File: src/rtl/lp_pkg.sv
package lp_pkg;

  localparam int MIX_HIST = 0;
  localparam int MIX_CAT  = 1;
  localparam int MIX_XOR  = 2;

  typedef enum logic [1:0] {
    CNT_STRONG_NT = 2'b00,
    CNT_WEAK_NT   = 2'b01,
    CNT_WEAK_T    = 2'b10,
    CNT_STRONG_T  = 2'b11
  } cnt_state_t;

  // Strobes from control to datapath
  typedef struct packed {
    logic cntWrite;
    logic cntUp;
    logic histShift;
    logic histAlloc;
  } lp_strobe_t;

  function automatic logic [1:0] satStep(input logic [1:0] cur, input logic up);
    logic [1:0] nxt;
    if (up) nxt = (cur == CNT_STRONG_T) ? cur : cur + 2'd1;
    else    nxt = (cur == CNT_STRONG_NT) ? cur : cur - 2'd1;
    return nxt;
  endfunction

endpackage

File: src/rtl/lp_index_mix.sv
module lp_index_mix #(
  parameter int ADDR_W   = 32,
  parameter int SET_W    = 6,
  parameter int HIST_W   = 6,
  parameter int CAT_W    = 2,
  parameter int MIX_MODE = 2,
  parameter int IDX_W    = 6
) (
  input  logic [HIST_W-1:0] hist,
  input  logic [ADDR_W-1:0] addr,
  output logic [IDX_W-1:0]  idx
);
  generate
    if (MIX_MODE == lp_pkg::MIX_CAT) begin : g_cat
      always_comb idx = {hist, addr[SET_W +: CAT_W]};
    end else if (MIX_MODE == lp_pkg::MIX_XOR) begin : g_xor
      always_comb idx = hist ^ addr[SET_W +: HIST_W];
    end else begin : g_hist
      always_comb idx = hist;
    end
  endgenerate
endmodule

File: src/rtl/lp_datapath.sv
module lp_datapath
  import lp_pkg::*;
#(
  parameter int ADDR_W   = 32,
  parameter int SETS     = 64,
  parameter int TAG_W    = 8,
  parameter int HIST_W   = 6,
  parameter int CAT_W    = 2,
  parameter int MIX_MODE = 2,
  parameter int IDX_W    = 6
) (
  input  logic              clk,
  input  logic              rstN,
  input  logic [ADDR_W-1:0] predAddr,
  output logic              predTaken,
  output logic              predHit,
  output logic [IDX_W-1:0]  predIndex,
  output logic [HIST_W-1:0] predHistory,
  input  logic [ADDR_W-1:0] updAddr,
  input  logic              updTaken,
  input  logic [IDX_W-1:0]  updIndex,
  output logic              updHit,
  input  lp_strobe_t        strobe
);
  localparam int SET_W     = $clog2(SETS);
  localparam int CNT_DEPTH = 1 << IDX_W;

  logic              entryValid [SETS];
  logic [TAG_W-1:0]  entryTag   [SETS];
  logic [HIST_W-1:0] entryHist  [SETS];
  logic [1:0]        cntMem     [CNT_DEPTH];

  logic [SET_W-1:0]  predSet, updSet;
  logic [TAG_W-1:0]  predTag, updTag;

  // Fetch-side lookup
  always_comb begin
    predSet     = predAddr[SET_W-1:0];
    predTag     = predAddr[SET_W +: TAG_W];
    predHit     = entryValid[predSet] && (entryTag[predSet] == predTag);
    predHistory = predHit ? entryHist[predSet] : '0;
  end

  lp_index_mix #(
    .ADDR_W(ADDR_W), .SET_W(SET_W), .HIST_W(HIST_W),
    .CAT_W(CAT_W), .MIX_MODE(MIX_MODE), .IDX_W(IDX_W)
  ) u_mix (
    .hist(predHistory),
    .addr(predAddr),
    .idx (predIndex)
  );

  always_comb predTaken = predHit ? cntMem[predIndex][1] : 1'b1;

  // Resolution-side lookup
  always_comb begin
    updSet = updAddr[SET_W-1:0];
    updTag = updAddr[SET_W +: TAG_W];
    updHit = entryValid[updSet] && (entryTag[updSet] == updTag);
  end

  // History cache storage
  always_ff @(posedge clk) begin
    if (!rstN) begin
      for (int s = 0; s < SETS; s++) begin
        entryValid[s] <= 1'b0;
        entryTag[s]   <= '0;
        entryHist[s]  <= '0;
      end
    end else if (strobe.histAlloc) begin
      entryValid[updSet] <= 1'b1;
      entryTag[updSet]   <= updTag;
      entryHist[updSet]  <= '0;
    end else if (strobe.histShift) begin
      entryHist[updSet] <= {entryHist[updSet][HIST_W-2:0], updTaken};
    end
  end

  // Shared counter array
  always_ff @(posedge clk) begin
    if (!rstN) begin
      for (int c = 0; c < CNT_DEPTH; c++) cntMem[c] <= CNT_WEAK_T;
    end else if (strobe.cntWrite) begin
      cntMem[updIndex] <= satStep(cntMem[updIndex], strobe.cntUp);
    end
  end

endmodule

File: src/rtl/lp_control.sv
module lp_control
  import lp_pkg::*;
(
  input  logic       updValid,
  input  logic       updTaken,
  input  logic       updHit,
  output lp_strobe_t strobe
);
  always_comb begin
    strobe.cntWrite  = updValid;
    strobe.cntUp     = updTaken;
    strobe.histShift = updValid && updHit;
    strobe.histAlloc = updValid && !updHit;
  end
endmodule

File: src/rtl/local_hist_predictor.sv
module local_hist_predictor
  import lp_pkg::*;
#(
  parameter int ADDR_W   = 32,
  parameter int SETS     = 64,
  parameter int TAG_W    = 8,
  parameter int HIST_W   = 6,
  parameter int CAT_W    = 2,
  parameter int MIX_MODE = 2,
  parameter int IDX_W    = (MIX_MODE == 1) ? HIST_W + CAT_W : HIST_W
) (
  input  logic              clk,
  input  logic              rstN,
  input  logic [ADDR_W-1:0] predAddr,
  output logic              predTaken,
  output logic              predHit,
  output logic [IDX_W-1:0]  predIndex,
  input  logic              updValid,
  input  logic [ADDR_W-1:0] updAddr,
  input  logic              updTaken,
  input  logic [IDX_W-1:0]  updIndex
);
  lp_strobe_t        ctl;
  logic              updHit;
  logic [HIST_W-1:0] predHistory;

  lp_control u_ctl (
    .updValid(updValid),
    .updTaken(updTaken),
    .updHit  (updHit),
    .strobe  (ctl)
  );

  lp_datapath #(
    .ADDR_W(ADDR_W), .SETS(SETS), .TAG_W(TAG_W), .HIST_W(HIST_W),
    .CAT_W(CAT_W), .MIX_MODE(MIX_MODE), .IDX_W(IDX_W)
  ) u_dp (
    .clk        (clk),
    .rstN       (rstN),
    .predAddr   (predAddr),
    .predTaken  (predTaken),
    .predHit    (predHit),
    .predIndex  (predIndex),
    .predHistory(predHistory),
    .updAddr    (updAddr),
    .updTaken   (updTaken),
    .updIndex   (updIndex),
    .updHit     (updHit),
    .strobe     (ctl)
  );
endmodule

File: config.mk
export PLATFORM = sky130hd
export DESIGN_NAME = local_hist_predictor
export DESIGN_NICKNAME = d
export VERILOG_FILES = /design/src/rtl/lp_pkg.sv /design/src/rtl/lp_index_mix.sv /design/src/rtl/lp_datapath.sv /design/src/rtl/lp_control.sv /design/src/rtl/local_hist_predictor.sv
export SDC_FILE = /design/constraint.sdc
export NUM_CORES = 2
export LEC_CHECK = 0
export BUFFER_PORTS_ARGS = -buffer_cell sky130_fd_sc_hd__buf_2
export CAP_MARGIN = 10
export CORE_MARGIN = 2
export CORE_UTILIZATION = 53
export CTS_CLUSTER_SIZE = 40
export DETAILED_ROUTE_END_ITERATION = 8
export PLACE_DENSITY = 0.74
export SLEW_MARGIN = 20
export SYNTH_ARGS = -nofsm -noshare
export SYNTH_HDL_FRONTEND = slang
export SYNTH_HIERARCHICAL = 1
export SYNTH_SLANG_ARGS = --single-unit
File: constraint.sdc
create_clock -name clk -period 6.99 [get_ports clk]
set_input_delay 1.0485 -clock clk [delete_from_list [all_inputs] [get_ports clk]]
set_output_delay 1.0485 -clock clk [all_outputs]
set_load 0.1 [all_outputs]
==> results.toml <==
[clock_network]
cts_tree = "yes"
cts.sinks = 1088
cts_root_buffer = "clkbuf_16"
path_clk_slew_ns = 0.06
h-tree-depth = 3
numCtsBuffers = 112
clk_latency_ns = 0.74
cts_buffer_depth = 3

[worst_setup_path]
critPathCaptureType = "output port"
r2r_slack_ns = 1.79
r2r_start = "u_dp/entryTag[55][1]$_SDFFCE_PN0P_"
worstPathMaxFanout = 8
crit_arrival_ns = 6.72
critical_path_class = "input pin to output port"
start_kind = "input pin"
reg2reg_to = "u_dp/entryHist[16][2]$_SDFFCE_PN0P_"
reg2reg_depth = 15
cp.required_ns = 5.94

[sta]
timing.final.max_slew_violations = 0
tightest_slew_ns = 1.124
max_slew_margin_pct = 24.73
clock_skew_ns = 0.02956
fin_ws_ns = -0.7826
fmax_mhz = 128.7
hold_viol = 0
rsz0062_at_grt = "yes"
min_period_over_period_pct = 111.2
setup_violations = 1
min_period_ns = 7.773

[pwr]
p_leak_nw = 22.47
switchingPower_mw = 4.018
switching_share_pct = 25.54
power_frac_clock_pct = 40.6
ir_worst_vdd_mv = 0.1995
powerDensity_nw_per_um2 = 240.8
combPwrFrac_pct = 11.4
internal-power_mw = 11.71
seqPwrFrac_pct = 48.0
total_power_mw = 15.73

[logic_synthesis]
ys_ff_latch = 1088
seq_area_frac_synth_pct = 56.52
syn_area_um2 = 56670
synthCells = 4440
synth_cell_type_count = 88
yosysWarnings = 6
yosysTopAreaCell = "edfxtp_1"
synthArstFlopShare_pct = 0
postSynthNetCount = 4514
synth.avg_cell_area_um2 = 12.76
yosysTopAreaCellShare_pct = 54.26
synthTopCellsByArea = "edfxtp_1 54%, mux4_2 12%, and2_1 5.1%"
synth_edf_count = 1024
ys.flop_type = "edfxtp_1"

[worst_hold_path]
hold_path_depth = 1
hp-start = "u_dp/entryValid[57]$_DFF_P_"
min_path_type = "flop to flop"
whs_endpoint = "u_dp/entryValid[57]$_DFF_P_"

[route]
vias_per_cell = 7.140
num_vias = 43710
drt_pass1_iterations = 7
remaining_drc_errors = 0
routed_wl_mm = 206.0
final_antenna_net_count = 0
wire_per_inst_um = 33.66
drtIter0Drc = 7962

[final_layout]
register_area_um2 = 32030
nets = 4702
multi_input_area_um2 = 22960
final_core_util_pct = 61.80
n_fill_cell = 7903
final_common_cell = "edfxtp_1"
area_delta_synth_final_pct = 15.27
layout_common_cells = "1,024 x edfxtp_1, 525 x nor2_1, 461 x and2_1"
layout-drive-gt1-share_pct = 23.97

[die]
dieHeight_um = 331.0
die_x_um = 331.0
start_util_pct = 53.61
dieArea_um2 = 109600
ios = 82
rows = 119
coreArea_um2 = 105700

[run]
max-cap-violations = 0

[place]
dp_hpwl_mm = 137.7
pre_cts_ws_ns = -0.8748
port_buffers = 45
gp_congestion = 1.056

[status]
violations = "setup timing"
status = "finished, violations left"

[grt]
grt_pass1_wl_mm = 295.2
grt_overflow = 0
use_met3_pct = 10.39
antenna_found_initial = 6
use_met2_pct = 56.02
grt_max_degree = 186
grt_use_total_pct = 37.50
grt-busiest-layer = "met2"
grt_pass1_vias = 42160
global_route.usage.met1_pct = 49.20
## cells by family after synthesis
logic type                 count (synthesis)  share of synthesized area, %
buffers and inverters                    439                         3.484
and+or+nand+nor                         1600                         14.13
muxes                                    483                         15.37
AOI/OAI and AO/OA                        811                         10.20
xor gates and xnor gates                  17                        0.2627
DFF                                     1088                         56.52
adders and majority gates                  2                       0.03532
## how the worst max path moves through the flow
stage | startpoint | end | slack [ns] | depth (start not counted)
2_1_floorplan | predAddr[0] | predTaken | -0.65 | 16
3_3_place_gp | predAddr[0] | predTaken | -0.82 | 18
3_5_place_dp | predAddr[0] | predTaken | -0.87 | 18
4_1_cts | predAddr[1] | predTaken | -0.52 | 18
5_1_grt | predAddr[0] | predTaken | -0.70 | 18
6_report | predAddr[0] | predTaken | -0.78 | 18
## flip-flops by register name (all words and copies together) (netlist names)
signal           flops
u_dp/entryHist     384
u_dp/cntMem        128
u_dp/entryTag      512
u_dp/entryValid     64
## cells in the mapped netlist, drive strengths merged, types with 10 or more instances
cell       n
edfxtp  1024
o221ai    11
clkbuf   282
xor2      12
a221oi    68
a31oi     34
a22oi    269
o211ai    11
nand2b    11
buf      146
nand4     46
nand3     62
nor2     528
a21o      65
a22o      28
nand3b    10
mux2i    106
nor3b     10
nand2    241
and2     462
mux2      76
nor4      10
a211oi    21
nor2b     29
o22ai     10
dfxtp     64
o21ai    170
nor3     139
a41oi     16
mux4     301
and3      13
a21oi     47
## what timing repair did
action / in CTS / in global routing
pin swaps: 11 / 12
cloned: 6 / 1
buffers inserted: 10 / 7
gates resized for setup: 42 / 18
hold buffers: 0 / 0
setup endpoints to repair: 1 / 1
## final cells by class
| class | count | area share (%) |
|---|---|---|
| clock buffers | 130 | 4.551 |
| flip-flops and latches | 1088 | 49.03 |
| well taps | 1391 | 2.664 |
| clock inverters | 79 | 1.433 |
| diodes | 7 | 0.02681 |
| multi-input cells | 2913 | 35.14 |
| inverters | 11 | 0.06320 |
| repair buffers | 502 | 7.092 |
## per-layer routing
metal	part of all wire (%)	routed length, µm
met1	34	69890
met2	44	90110
met3	15	30830
met4	7.3	15140
met5	0.025	51
## critical path, stage by stage
cell      delay [ns]
buf_16          0.14
buf_12          0.12
buf_6           0.16
mux4_2          0.55
mux2i_1         0.27
o211ai_1        0.32
o31ai_2         0.33
xnor2_1         0.13
a211oi_2        0.36
and4bb_2        0.34
xor2_4          0.18
buf_12          0.15
buf_12          0.14
mux4_2          0.52
mux4_2          0.50
mux4_2          0.56
or4b_4          0.64
buf_12          0.20
## metrics by stage
step	hold slack, ns	instance area [µm²]	TNS (ns)	instances
2_1_floorplan	0.4379	56980	-0.6460	4440
3_3_place_gp	0.4574	60700	-0.8163	5880
3_5_place_dp	0.4621	60710	-0.8748	5880
4_1_cts	0.4761	65100	-0.5202	6105
5_1_grt	0.5027	65320	-0.7036	6116
6_report	0.4821	65330	-0.7826	6121
## power by group through the flow
| stage | combinational, mW | clock [mW] | sequential [mW] |
|---|---|---|---|
| final | 1.79 | 6.38 | 7.56 |
| after detailed placement | 1.65 | 0 | 7.68 |
| after global routing | 1.82 | 6.66 | 7.57 |
| after CTS | 1.70 | 6.41 | 7.54 |
| after global placement | 1.63 | 0 | 7.66 |
| after floorplan | 1.01 | 0 | 7.58 |
Note: power is estimated with default switching activity, not from simulation.
